[config.mk]
export PLATFORM = sky130hd
export DESIGN_NAME = rx_pow2_gain
export DESIGN_NICKNAME = d
export VERILOG_FILES = /design/src/rtl/rxg_pkg.sv /design/src/rtl/rxg_shifter.sv /design/src/rtl/rxg_stats.sv /design/src/rtl/rxg_agc.sv /design/src/rtl/rx_pow2_gain.sv
export SDC_FILE = /design/constraint.sdc
export NUM_CORES = 1
export LEC_CHECK = 0
export BUFFER_PORTS_ARGS = -buffer_cell sky130_fd_sc_hd__buf_2
export CORE_UTILIZATION = 55
export CTS_CLUSTER_SIZE = 8
export DETAILED_ROUTE_END_ITERATION = 10
export PLACE_DENSITY = 0.78
export SYNTH_ARGS = -nofsm -noshare
export SYNTH_HDL_FRONTEND = slang
export SYNTH_HIERARCHICAL = 1
export SYNTH_SLANG_ARGS = --single-unit
export TNS_END_PERCENT = 20
[constraint.sdc]
create_clock -name clk -period 8.6 [get_ports clk]
set_input_delay 0.86 -clock clk [delete_from_list [all_inputs] [get_ports clk]]
set_output_delay 0.86 -clock clk [all_outputs]
set_load 0.02 [all_outputs]
[src/rtl/rxg_pkg.sv]
`timescale 1ns/1ps
package rxg_pkg;
  localparam int MAX_SHIFT = 7;
  typedef logic signed [4:0] gain_t;

  function automatic gain_t code_to_gain(input logic [3:0] c);
    gain_t m;
    m = gain_t'({2'b00, c[2:0]});
    return c[3] ? -m : m;
  endfunction

  function automatic logic [3:0] gain_to_code(input gain_t g);
    gain_t m;
    m = (g < 0) ? -g : g;
    return {(g < 0) ? 1'b1 : 1'b0, m[2:0]};
  endfunction
endpackage

[src/rtl/rxg_shifter.sv]
`timescale 1ns/1ps
module rxg_shifter
  import rxg_pkg::*;
#(
  parameter int DATA_W = 16,
  parameter int LANES  = 2
) (
  input  logic                    clk,
  input  logic                    rst,
  input  logic                    valid_i,
  input  logic [LANES*DATA_W-1:0] din,
  input  gain_t                   gain,
  output logic                    valid_o,
  output logic [LANES*DATA_W-1:0] dout,
  output logic [LANES*DATA_W-1:0] scaled,
  output logic [LANES-1:0]        clip
);
  localparam int WIDE_W = DATA_W + MAX_SHIFT;
  localparam logic [DATA_W-1:0] POS_MAX = {1'b0, {(DATA_W-1){1'b1}}};
  localparam logic [DATA_W-1:0] NEG_MIN = {1'b1, {(DATA_W-1){1'b0}}};

  gain_t      mag_g;
  logic [2:0] amt;
  logic       left;

  assign left  = (gain > 0);
  assign mag_g = (gain < 0) ? -gain : gain;
  assign amt   = mag_g[2:0];

  for (genvar l = 0; l < LANES; l++) begin : g_lane
    logic signed [DATA_W-1:0] x;
    logic signed [WIDE_W-1:0] wide;
    logic [MAX_SHIFT:0]       top;
    logic                     fits;
    logic [DATA_W-1:0]        res;
    logic                     clip_l;

    assign x    = din[l*DATA_W +: DATA_W];
    assign wide = {{MAX_SHIFT{x[DATA_W-1]}}, x} <<< amt;
    assign top  = wide[WIDE_W-1:DATA_W-1];
    assign fits = (&top) | (~|top);

    always_comb begin
      clip_l = 1'b0;
      if (left && !fits) begin
        clip_l = 1'b1;
        res    = x[DATA_W-1] ? NEG_MIN : POS_MAX;
      end else if (left) begin
        res = wide[DATA_W-1:0];
      end else begin
        res = x >>> amt;
      end
    end

    assign scaled[l*DATA_W +: DATA_W] = res;
    assign clip[l] = clip_l;
  end

  always_ff @(posedge clk) begin
    if (rst) begin
      valid_o <= 1'b0;
      dout    <= '0;
    end else begin
      valid_o <= valid_i;
      if (valid_i) dout <= scaled;
    end
  end

  AST_CLIP_NEEDS_LEFT: assert property (@(posedge clk) disable iff (rst)
    (valid_i && (|clip)) |-> (gain > 0));
endmodule

[src/rtl/rxg_stats.sv]
`timescale 1ns/1ps
module rxg_stats #(
  parameter int DATA_W = 16,
  parameter int LANES  = 2,
  parameter int STAT_W = 8
) (
  input  logic                    clk,
  input  logic                    rst,
  input  logic                    frame_i,
  input  logic                    valid_i,
  input  logic [LANES*DATA_W-1:0] samp,
  input  logic [LANES-1:0]        clip,
  output logic [STAT_W-1:0]       sat_cnt_o,
  output logic [STAT_W-1:0]       peak_o,
  output logic                    acc_clip_o,
  output logic [STAT_W-1:0]       acc_peak_o
);
  localparam logic [DATA_W-1:0] POS_MAX = {1'b0, {(DATA_W-1){1'b1}}};
  localparam logic [DATA_W-1:0] NEG_MIN = {1'b1, {(DATA_W-1){1'b0}}};

  logic [LANES*DATA_W-1:0] lane_mag;
  logic [DATA_W-1:0]       samp_mag;
  logic [STAT_W-1:0]       acc_sat;
  logic [DATA_W-1:0]       acc_peak;
  logic                    any_clip;

  for (genvar l = 0; l < LANES; l++) begin : g_mag
    logic [DATA_W-1:0] x;
    assign x = samp[l*DATA_W +: DATA_W];
    assign lane_mag[l*DATA_W +: DATA_W] =
      !x[DATA_W-1] ? x : ((x == NEG_MIN) ? POS_MAX : (~x + 1'b1));
  end

  always_comb begin
    samp_mag = '0;
    for (int l = 0; l < LANES; l++) begin
      if (lane_mag[l*DATA_W +: DATA_W] > samp_mag) samp_mag = lane_mag[l*DATA_W +: DATA_W];
    end
  end

  assign any_clip = valid_i & (|clip);

  always_ff @(posedge clk) begin
    if (rst) begin
      sat_cnt_o <= '0;
      peak_o    <= '0;
      acc_sat   <= '0;
      acc_peak  <= '0;
    end else if (frame_i) begin
      sat_cnt_o <= acc_sat;
      peak_o    <= acc_peak[DATA_W-1 -: STAT_W];
      acc_sat   <= STAT_W'(any_clip);
      acc_peak  <= valid_i ? samp_mag : '0;
    end else if (valid_i) begin
      if (any_clip && (acc_sat != '1)) acc_sat <= acc_sat + 1'b1;
      if (samp_mag > acc_peak) acc_peak <= samp_mag;
    end
  end

  assign acc_clip_o = (acc_sat != '0);
  assign acc_peak_o = acc_peak[DATA_W-1 -: STAT_W];

  AST_STATS_HOLD: assert property (@(posedge clk) disable iff (rst)
    !frame_i |=> ($stable(sat_cnt_o) && $stable(peak_o)));
  AST_SAT_NO_WRAP: assert property (@(posedge clk) disable iff (rst)
    ((acc_sat != '0) && !frame_i) |=> (acc_sat != '0));
endmodule

[src/rtl/rxg_agc.sv]
`timescale 1ns/1ps
module rxg_agc
  import rxg_pkg::*;
#(
  parameter int STAT_W = 8,
  parameter int STEP_W = 4
) (
  input  logic              clk,
  input  logic              rst,
  input  logic              en_i,
  input  logic              frame_i,
  input  logic              clip_seen_i,
  input  logic [STAT_W-1:0] peak_i,
  input  logic [STAT_W-1:0] target_i,
  input  logic [STEP_W-1:0] attack_i,
  input  logic [STEP_W-1:0] decay_i,
  input  logic [STEP_W-1:0] holdoff_i,
  output gain_t             gain_o
);
  localparam int SUM_W = STEP_W + 2;

  logic [STEP_W-1:0]       run_q;
  logic signed [SUM_W-1:0] g_ext, down, up;

  assign g_ext = SUM_W'(gain_o);
  assign down  = g_ext - $signed({2'b00, attack_i});
  assign up    = g_ext + $signed({2'b00, decay_i});

  always_ff @(posedge clk) begin
    if (rst) begin
      gain_o <= '0;
      run_q  <= '0;
    end else if (en_i && frame_i) begin
      if (clip_seen_i) begin
        gain_o <= (down < -SUM_W'(MAX_SHIFT)) ? -gain_t'(MAX_SHIFT) : gain_t'(down);
        run_q  <= '0;
      end else if (peak_i < target_i) begin
        if (run_q >= holdoff_i) begin
          gain_o <= (up > SUM_W'(MAX_SHIFT)) ? gain_t'(MAX_SHIFT) : gain_t'(up);
          run_q  <= '0;
        end else begin
          run_q <= run_q + 1'b1;
        end
      end else begin
        run_q <= '0;
      end
    end
  end

  AST_GAIN_RANGE: assert property (@(posedge clk) disable iff (rst)
    (gain_o >= -gain_t'(MAX_SHIFT)) && (gain_o <= gain_t'(MAX_SHIFT)));
  AST_NO_RISE_ON_CLIP: assert property (@(posedge clk) disable iff (rst)
    (en_i && frame_i && clip_seen_i) |=> (gain_o <= $past(gain_o)));
  AST_HOLD_WHEN_OFF: assert property (@(posedge clk) disable iff (rst)
    !en_i |=> $stable(gain_o));
endmodule

[src/rtl/rx_pow2_gain.sv]
`timescale 1ns/1ps
module rx_pow2_gain
  import rxg_pkg::*;
#(
  parameter int DATA_W = 16,
  parameter int STAT_W = 8,
  parameter int STEP_W = 4
) (
  input  logic              clk,
  input  logic              rst,
  input  logic              in_valid,
  input  logic [DATA_W-1:0] in_i,
  input  logic [DATA_W-1:0] in_q,
  input  logic [3:0]        gain_code,
  input  logic              agc_en,
  input  logic [STAT_W-1:0] agc_target,
  input  logic [STEP_W-1:0] agc_attack,
  input  logic [STEP_W-1:0] agc_decay,
  input  logic [STEP_W-1:0] agc_holdoff,
  input  logic              frame_pulse,
  output logic              out_valid,
  output logic [DATA_W-1:0] out_i,
  output logic [DATA_W-1:0] out_q,
  output logic [STAT_W-1:0] sat_count,
  output logic [STAT_W-1:0] peak_mag,
  output logic [3:0]        gain_now
);
  localparam int LANES = 2;

  gain_t                   agc_gain, eff_gain;
  logic [LANES*DATA_W-1:0] scaled, dout;
  logic [LANES-1:0]        clip;
  logic                    acc_clip;
  logic [STAT_W-1:0]       acc_peak;

  assign eff_gain = agc_en ? agc_gain : code_to_gain(gain_code);

  rxg_shifter #(.DATA_W(DATA_W), .LANES(LANES)) u_shift (
    .clk(clk), .rst(rst), .valid_i(in_valid), .din({in_q, in_i}), .gain(eff_gain),
    .valid_o(out_valid), .dout(dout), .scaled(scaled), .clip(clip)
  );

  assign out_i = dout[DATA_W-1:0];
  assign out_q = dout[2*DATA_W-1:DATA_W];

  rxg_stats #(.DATA_W(DATA_W), .LANES(LANES), .STAT_W(STAT_W)) u_stats (
    .clk(clk), .rst(rst), .frame_i(frame_pulse), .valid_i(in_valid), .samp(scaled),
    .clip(clip), .sat_cnt_o(sat_count), .peak_o(peak_mag), .acc_clip_o(acc_clip),
    .acc_peak_o(acc_peak)
  );

  rxg_agc #(.STAT_W(STAT_W), .STEP_W(STEP_W)) u_agc (
    .clk(clk), .rst(rst), .en_i(agc_en), .frame_i(frame_pulse), .clip_seen_i(acc_clip),
    .peak_i(acc_peak), .target_i(agc_target), .attack_i(agc_attack), .decay_i(agc_decay),
    .holdoff_i(agc_holdoff), .gain_o(agc_gain)
  );

  always_ff @(posedge clk) begin
    if (rst) gain_now <= '0;
    else     gain_now <= agc_en ? gain_to_code(agc_gain) : gain_code;
  end

  AST_PASS_THROUGH: assert property (@(posedge clk) disable iff (rst)
    (in_valid && (gain_code == 4'h0) && !agc_en) |=>
    (out_valid && (out_i == $past(in_i)) && (out_q == $past(in_q))));
  AST_VALID_ALIGN: assert property (@(posedge clk) disable iff (rst)
    !in_valid |=> (!out_valid && $stable(out_i) && $stable(out_q)));
endmodule

## Yosys cells after proc, flatten, opt, wreduce, memory -nomap -nowiden

Index checks and enable logic that the tools add are counted.

- Logic and storage cells: 100
- Output and inout port bits: 53
- Bits in registers: 86
- Bits of input ports: 61

- Reductions and logical operators: 24
- Shift-type cells: 4
- $add $sub $neg: 9
- Mux-type cells: 35
- Bitwise operators: 5
- Equal/unequal tests: 3
- Magnitude comparators: 10

Operators by type and width:

| operator | count |
|---|---|
| $mux 16 | 16 |
| $sshl 23x3->23 | 2 |
| $mux 5 | 7 |
| $add 16x1->16 const B | 2 |
| $eq 16x16->1 const B | 2 |
| $gt 16x16->1 | 2 |
| $not 16->16 | 2 |
| $sshr 16x3->16 | 2 |
| $gt 16x1->1 const B | 1 |
| $mux 4 | 4 |
| $reduce_and 8->1 | 2 |
| $reduce_or 8->1 | 2 |
| $lt 5x1->1 const B | 2 |
| $reduce_bool 2->1 | 5 |
| $add 8x1->8 const B | 1 |
| $lt 8x8->1 | 1 |
| $ne 8x8->1 const B | 1 |
| $reduce_bool 8->1 | 1 |
| $add 5x5->6 | 1 |
| $gt 6x4->1 const B | 1 |
| $lt 6x4->1 const B | 1 |
| $mux 1 | 6 |
| $mux 3 | 2 |
| $neg 3->3 | 2 |
| 12 further kinds | 22 |

## Longest topological paths before layout

Gate-level depths: netlist (run 1).

- Depth after elaboration: 24
- Depth in mapped cells: 42
- Gate-level depth less buffers: 34

## Hierarchy

The synthesis (run 1) kept the hierarchy.

Modules (own cells, without submodules):

| module | area each (um^2) | cells each | instances | sequential area each (um^2) |
|---|---|---|---|---|
| rxg_shifter | 4,395.5 | 556 | 1 | 660.6 |
| rxg_stats | 3,388.2 | 412 | 1 | 800.8 |
| rxg_agc | 1,143.6 | 142 | 1 | 180.2 |
| rx_pow2_gain | 295.3 | 36 | 1 | 80.1 |

## Worst setup path before layout (run 1)

OpenSTA, ideal clock, no wires.

- Path kind: input to register
- From: input agc_en
- To: register u_stats.acc_peak[11]
- Data arrival time: 9,100 ps
- Path buffers: 9
- Setup slack: -560 ps
- Cell stages on the path: 38
- Required time: 8,540 ps
- Library setup time: 60 ps
- Cell sequence: mux2_2 > buf_4 > inv_2 > buf_4 > buf_2 > buf_2 > ha_1 > nand2b_1 > buf_2 > xnor2_2 > mux4_2 > a211oi_4 > mux2_4 > nor2_1 > a21oi_1 > inv_1 > ha_1 > or4b_4 > [2 not listed] > o311ai_1 > o21ai_1 > ha_1 > nand4_1 > or4_1 > o31a_1 > clkbuf_1 > buf_4 > mux2_2 > inv_1 > ha_1 > nand4_1 > o41a_1 > nor2_1 > a41oi_1 > nor2_1 > clkbuf_1 > a22o_1

- Cells in the longest elaborated chain, start to end: 21
- Elaborated cells on any way between the ends: 46
- Classes of those cells: 3 x add/sub; 5 x order compare; 2 x eq/ne; 4 x shift; 16 x mux; 4 x bitwise; 12 x reduce/logical

Ends and longest elaborated chain:

| item | RTL line | text |
|---|---|---|
| start, declared | rx_pow2_gain.sv:15 | `input logic agc_en,` |
| $mux 5 * | rx_pow2_gain.sv:36 | `assign eff_gain = agc_en ? agc_gain : code_to_gain(gain_code);` |
| $lt 5x1->1 or $neg 3->3 (tied branches) | rxg_shifter.sv:27 | `assign mag_g = (gain < 0) ? -gain : gain;` |
| $mux 3 | rxg_shifter.sv:27 |  |
| $sshl 23x3->23 | rxg_shifter.sv:39 | `assign wide = {{MAX_SHIFT{x[DATA_W-1]}}, x} <<< amt;` |
| $reduce_or 8->1 | rxg_shifter.sv:41 | `assign fits = (&top) \| (~\|top);` |
| $logic_not 1->1 | rxg_shifter.sv:41 |  |
| $or 1x1->1 | rxg_shifter.sv:41 |  |
| $logic_not 1->1 | rxg_shifter.sv:45 | `if (left && !fits) begin` |
| [2 not listed] | n/a |  |
| net scaled[1] | rx_pow2_gain.sv:31 | `logic [LANES*DATA_W-1:0] scaled, dout;` |
| [3 not listed] | n/a |  |
| $mux 16 * | rxg_stats.sv:31 | `!x[DATA_W-1] ? x : ((x == NEG_MIN) ? POS_MAX : (~x + 1'b1));` |
| $gt 16x1->1 | rxg_stats.sv:37 | `if (lane_mag[l*DATA_W +: DATA_W] > samp_mag) samp_mag = lane_mag[l*DATA_W +: DATA_W];` |
| $mux 16 * | rxg_stats.sv:37 |  |
| $gt 16x16->1 | rxg_stats.sv:37 |  |
| $mux 16 * | rxg_stats.sv:37 |  |
| $gt 16x16->1 or $mux 16 (tied branches) | rxg_stats.sv:56 | `if (samp_mag > acc_peak) acc_peak <= samp_mag;` |
| $reduce_bool 2->1 (no line) or $mux 16 (tied branches) | n/a |  |
| $reduce_and 2->1 (no line) or $mux 16 (tied branches) | n/a |  |
| end signal, assigned | rxg_stats.sv:53 | `acc_peak <= valid_i ? samp_mag : '0;` |
| end signal, assigned | rxg_stats.sv:56 |  |
| end, declared | rxg_stats.sv:24 | `logic [DATA_W-1:0] acc_peak;` |

Mark *: on every way through the listed nets, which the timed path passes. The rest lies on a longest branch. The select of a mux whose other input is x is not followed.
A chain may end at the register's enable or synchronous reset.

## Final worst setup path (run 1)

- From: input gain_code[0]
- To: register u_stats.acc_peak[11]

- Cells in the longest elaborated chain, start to end: 23
- Elaborated cells on any way between the ends: 48
- Classes of those cells: 4 x add/sub; 5 x order compare; 2 x eq/ne; 4 x shift; 17 x mux; 4 x bitwise; 12 x reduce/logical

Ends and longest elaborated chain:

| item | RTL line | text |
|---|---|---|
| start, declared | rx_pow2_gain.sv:14 | `input logic [3:0] gain_code,` |
| $neg 3->5 * | rxg_pkg.sv:9 | `return c[3] ? -m : m;` |
| $mux 5 * | rxg_pkg.sv:9 |  |
| $mux 5 * | rx_pow2_gain.sv:36 |  |
| net eff_gain[1] | rx_pow2_gain.sv:30 | `gain_t agc_gain, eff_gain;` |
| $lt 5x1->1 or $neg 3->3 (tied branches) | rxg_shifter.sv:27 |  |
| $mux 3 | rxg_shifter.sv:27 |  |
| $sshl 23x3->23 | rxg_shifter.sv:39 |  |
| $reduce_or 8->1 | rxg_shifter.sv:41 |  |
| [5 not listed] | n/a |  |
| net scaled[0] | rx_pow2_gain.sv:31 |  |
| [3 not listed] | n/a |  |
| $mux 16 * | rxg_stats.sv:31 |  |
| $gt 16x1->1 | rxg_stats.sv:37 |  |
| $mux 16 * | rxg_stats.sv:37 |  |
| $gt 16x16->1 | rxg_stats.sv:37 |  |
| $mux 16 * | rxg_stats.sv:37 |  |
| $gt 16x16->1 or $mux 16 (tied branches) | rxg_stats.sv:56 |  |
| $reduce_bool 2->1 (no line) or $mux 16 (tied branches) | n/a |  |
| $reduce_and 2->1 (no line) or $mux 16 (tied branches) | n/a |  |

Marked as above.

==> results_dict.tcl, run 1 <==
set metrics [dict create \
    tightest_slew_ns 0.808 \
    cp-end-kind "register" \
    hold_viol 0 \
    grt_use_total_pct 29.9 \
    clk_pin_slew_ns 0.06 \
    cts_buffer_depth 2 \
    layout_setup_ws_ns 0.502 \
    final_cells 1520 \
    firstDrtPassIters 5 \
    finalWirelength_um 26200 \
    max_freq_mhz 123 \
    slew_headroom_pct 44.6 \
    dieArea_um2 17300 \
    postPlaceCellArea_um2 10500 \
    die_y_um 131 \
    maxSlewViolCount 0 \
    io_pins 114 \
    async_reset_ff_share_pct 0 \
    fp.dieW_um 131 \
    wl_per_cell_um 17.3 \
    post-place-cells 1495 \
    cts_num_sinks 86 \
    syn_nets 1269 \
    yosys_warnings 6 \
    holdBufCountCts 0 \
    setup-violations-final 0 \
    synth-seq-cells 86 \
    cp_max_fo 16 \
    ant_nets 0 \
    io_buffers 113 \
    final_cell_mix "buf_4, nand2_1, nor2_1, buf_2, dfxtp_1" \
    cap_violations 0 \
    clock_skew_ns 0.00700 \
    drc_errors 0 \
    vias 9324 \
    core_region_area_um2 16100 \
    grt_max_degree 60 \
    drt_iter0_drc 736 \
    antenna_cells 0 \
    grt_pass1_wl_um 42800 \
    p_clk_share_pct 17.2 \
    clock-root-buffer "clkbuf_16" \
    switching_share_pct 42.9 \
    htree_levels 3 \
    start_kind "input port" \
    dpl.hpwl_um 19700 \
    vias_per_cell 6.13 \
    synth_edf_count 0 \
    rsz0062_at_grt "no" \
    overflow 0 \
    grt_antenna_before_repair 0 \
    p_per_area_nw_per_um2 231 \
    layout_commonest_cell "buf_4" \
    cp.required_ns 8.83 \
    tritoncts "done" \
    post-route-period-util_pct 94.2 \
    intPower_uw 1430 \
    yosysSeqAreaShare_pct 18.7 \
    fin_crit_ns 8.10 \
    postLayoutCellArea_um2 10900 \
    clkLatencyLatePin_ns 0.34 \
    synth.avg_cell_area_um2 8.05 \
    status "finished clean" \
    sequentialPowerShare_pct 19.3 \
    post-place-ws_ns -0.478 \
    fin_nets 1422 \
    initial_utilization_pct 57.2 \
    crit_type "input port to register" \
    comb_power_share_pct 63.5 \
    critPathMaxStageDelay_ns 0.58 \
    ys.flop_type "dfxtp_1" \
    cts-buffers-inserted 9 \
    grt_pass1_vias 8671 \
    cp_slowest_cell "or4_1" \
    syn_to_final_growth_pct 18.3 \
    cpMostUsedCell "ha_1" \
    synthDistinctLibCells 95 \
    hold_class "register to register" \
    drive_above_1_share_pct 26.4 \
    rows 46 \
    arrival_ns 8.33 \
    ir_drop_mv 0.121 \
    p_sw_uw 1080 \
    post-route-util_pct 67.7 \
    p_leak_uw 0.00491 \
    postSynthCellCount 1146 \
    synth_area_um2 9220 \
    place_congestion 0.945 \
]
## final cells by class
type,count,area [µm²]
Clock buffer,12,256
Clock inverter,4,77.6
Fill cell,1328,5210
Inverter,83,314
Multi-Input combinational cell,887,6790
Sequential cell,86,1720
Tap cell,216,270
Timing Repair Buffer,232,1480
## per-layer routing
| layer | vias up | part of all wire, % | global-route usage, % |
|---|---|---|---|
| met5 | - | 0 | 0 |
| met4 | 0 | 2.3 | 9.50 |
| met3 | 48 | 5.6 | 3.28 |
| met2 | 368 | 48 | 50.6 |
| met1 | 4401 | 44 | 39.5 |
| li1 | 4507 | - | - |
## sequential cells by signal, summed over array words and instances (netlist names)
name               count
u_stats/peak_o         8
u_shift/valid_o        1
u_stats/sat_cnt_o      8
u_stats/acc_sat        8
u_agc/run_q            4
u_stats/acc_peak      16
gain_now               4
u_agc/gain_o           5
u_shift/dout          32
## final timing paths
check                                                  start                           endpoint  slack [ns]  cells past startpoint
worst max register to register  u_agc/gain_o[0]$_SDFFE_PP0P_  u_stats/acc_peak[11]$_SDFFE_PP0P_        0.97                     28
worst max-delay path                            gain_code[0]  u_stats/acc_peak[11]$_SDFFE_PP0P_        0.50                     32
worst min register to register  u_shift/dout[7]$_SDFFE_PP0P_       u_shift/dout[7]$_SDFFE_PP0P_        0.45                      2
worst min-delay path            u_shift/dout[7]$_SDFFE_PP0P_       u_shift/dout[7]$_SDFFE_PP0P_        0.45                      2
## kinds of logic (layout without fill, tap and decap cells)
family | count (synthesis) | after routing | synth area share, %
and+or+nand+nor | 410 | 411 | 21.8
AOI/OAI and AO/OA | 255 | 255 | 19.7
buffers and inverters | 174 | 331 | 8.78
muxes | 137 | 137 | 20.2
DFF | 86 | 86 | 18.7
adders and majority gates | 62 | 62 | 8.57
xor gates and xnor gates | 22 | 22 | 2.25
## critical path: cells and delay by family
kind | cells | cell delay (ns)
fa+ha+maj | 5 | 1.41
simple gates | 6 | 1.77
mux | 4 | 1.06
buf+inv | 6 | 0.61
compound gates | 11 | 2.62
## repair_timing
item | 4_1_cts | 5_1_grt
gates cloned | 0 | 1
setup endpoints to repair | 16 | 16
setup buffers | 0 | 8
gates resized for setup | 1 | 8
pin swaps | 0 | 3
## cell usage after synthesis (all sizes together), types with 4 or more instances
master   number  area share [%]
inv          83             3.4
a31oi        17             1.3
a21o          5            0.41
nor3         22             1.2
o31ai        11             1.0
nand3        38             2.1
xnor2        12             1.3
o21ai        53             3.0
a22o         16             1.5
buf          55             3.9
a21oi        58             3.2
or3          14             1.0
xor2         10            0.95
nor2        116             4.7
dfxtp        86              19
o31a          4            0.38
or2           5            0.34
nand4        16             1.2
o211ai        8            0.65
nand3b        6            0.49
ha           60             8.1
mux2         20             2.6
a211oi       17             1.7
and2          5            0.34
and4          4            0.38
mux2i        81             8.8
a311oi        8            0.76
o2bb2ai       6            0.57
mux4         36             8.8
o21a          5            0.41
clkbuf       36             1.5
nand2       114             4.6
nand2b       16             1.1
nor4         25             1.8
and3          8            0.54
nor2b         8            0.54
## power by group through the flow
stage               clock network, µW  logic [µW]  registers, µW
floorplan                           0        1030            517
global placement                    0        1480            493
detailed placement                  0        1530            492
CTS                               436        1540            485
global route                      453        1740            491
finish                            432        1600            486
## through the flow
step / setup TNS, ns / hold slack (ns) / power [µW]
floorplan: 0 / 0.439 / 1550
global placement: -4.07 / 0.438 / 1970
detailed placement: -7.32 / 0.439 / 2020
CTS: 0 / 0.447 / 2460
global route: 0 / 0.465 / 2690
finish: 0 / 0.447 / 2520
(Power assumes the default switching activity.)
==> inputs of run 2 (changes only) <==
Settings changed: CORE_UTILIZATION 55 to 35, PLACE_DENSITY 0.78 to 0.52.
Clock period 8.6 ns to 9.31 ns, I/O delays scaled along.
==> results_dict.tcl, run 2 (synthesis results as in run 1) <==
set metrics [dict create \
    rows 59 \
    cts-buffers-inserted 9 \
    maxSlewViolCount 0 \
    htree_levels 3 \
    path_buf_inv 5 \
    grt_max_degree 60 \
    cts_setup_buffers 0 \
    initial_utilization_pct 35.5 \
    cap_violations 0 \
    clock-root-buffer "clkbuf_16" \
    regMostFlops "u_shift/dout" \
    max_freq_mhz 114 \
    antenna_cells 0 \
    hold_viol 0 \
    clock_skew_ns 0.0103 \
    cp_slowest_cell "mux2i_4" \
    rsz0062_at_grt "no" \
    ant_nets 0 \
    top_regs "u_shift/dout (32), u_stats/acc_peak (16)" \
    hold_slack_ns 0.451 \
    syn_to_final_growth_pct 12.0 \
    final_cell_mix "nor2_1, nand2_1, buf_2, dfxtp_1, inv_1" \
    critPathMaxStageDelay_ns 0.51 \
    crit_type "input port to register" \
    grt_pass1_vias 8200 \
    cts_buffer_depth 2 \
    dpl.hpwl_um 20700 \
    reg2regPathDepth 29 \
    post-place-ws_ns -0.130 \
    postPlaceCellArea_um2 10000 \
    overflow 0 \
    setup-violations-final 0 \
    holdBufCountCts 0 \
    io_buffers 113 \
    grt_pass1_wl_um 43800 \
    firstDrtPassIters 5 \
    start_kind "input port" \
    arrival_ns 8.97 \
    grt_use_total_pct 20.3 \
    drt_iter0_drc 616 \
    hold_depth 2 \
    cts_num_sinks 86 \
    drive_above_1_share_pct 21.2 \
    wl_per_cell_um 17.3 \
    cp.required_ns 9.54 \
    cpMostUsedCell "ha_1" \
    dieArea_um2 27000 \
    p_per_area_nw_per_um2 204 \
    critPathTopFamily "compound AO/OA/AOI/OAI gates" \
    ir_drop_mv 0.0993 \
    clkLatencyLatePin_ns 0.35 \
    drc_errors 0 \
    fin_nets 1342 \
    largest_reg_flops 32 \
    grt_antenna_before_repair 0 \
    cp-end-kind "register" \
    hold_class "register to register" \
    layout_commonest_cell "nor2_1" \
    fin_crit_ns 8.74 \
    vias 8756 \
    postLayoutCellArea_um2 10300 \
    core_region_area_um2 26000 \
    cp_num_cells 32 \
    layout_setup_ws_ns 0.574 \
    tightest_slew_ns 0.735 \
    vias_per_cell 5.62 \
    ctsResizeCount 0 \
    cp_max_fo 16 \
    clk_pin_slew_ns 0.06 \
    fp.dieW_um 164 \
    io_pins 114 \
    post-route-period-util_pct 93.8 \
    die_y_um 164 \
    slew_headroom_pct 49.6 \
    status "finished clean" \
    tritoncts "done" \
    post-route-util_pct 39.8 \
    p_leak_uw 0.00449 \
    place_congestion 0.883 \
    finalWirelength_um 26900 \
]
run 2: changes by cell type in the layout (fill, tap and decap cells not counted), sizes merged:
cell,change
buf,-79
bufinv,-2
clkbuf,-2
clkinv,+2
inv,+2
and3b,-1
run 2: worst paths after layout:
check                                                   from                               end  slack (ns)
worst min register to register  u_shift/dout[8]$_SDFFE_PP0P_      u_shift/dout[8]$_SDFFE_PP0P_        0.45
worst max-delay path                            gain_code[0]  u_stats/acc_peak[6]$_SDFFE_PP0P_        0.57
worst min-delay path            u_shift/dout[8]$_SDFFE_PP0P_      u_shift/dout[8]$_SDFFE_PP0P_        0.45
worst max register to register  u_agc/gain_o[4]$_SDFFE_PP0P_  u_stats/acc_peak[6]$_SDFFE_PP0P_        1.17
run 2: worst reg2reg max path, delay by kind of cell (launching register included):
family                   cells  cell delay [ns]
buffers and inverters        3             0.63
AND/OR/NAND/NOR             10             2.24
flip-flops                   1             0.56
multiplexers                 4             1.47
adder cells (fa/ha/maj)      2             0.60
AO/OA/AOI/OAI               10             2.52
run 2: stage by stage:
step	TNS [ns]	total power, µW	std cells
after global placement	-0.782	1740	1543
after global routing	0	2290	1559
after detailed placement	-1.31	1750	1543
final	0	2110	1559
after CTS	0	2110	1559
after floorplan	0	1420	1146
run 2: power breakdown:
group / switching [µW] / internal [µW] / total [µW]
Combinational: 766 / 531 / 1300
Sequential: 37.1 / 415 / 452
Clock: 165 / 193 / 358
Total: 968 / 1140 / 2110
run 2: per-layer routing:
metal	up-vias	track usage, %	share of wire [%]
met5	-	0	0
met4	0	4.38	1.1
met3	18	2.10	4.0
met2	230	33.2	46
met1	4172	28.6	48
li1	4336	-	-
run 2: area by class of cell:
type / instances / area [µm²]
Clock buffer: 10 / 239
Clock inverter: 6 / 51.3
Fill cell: 2733 / 15700
Inverter: 83 / 312
Multi-Input combinational cell: 886 / 6720
Sequential cell: 86 / 1720
Tap cell: 335 / 419
Timing Repair Buffer: 153 / 866
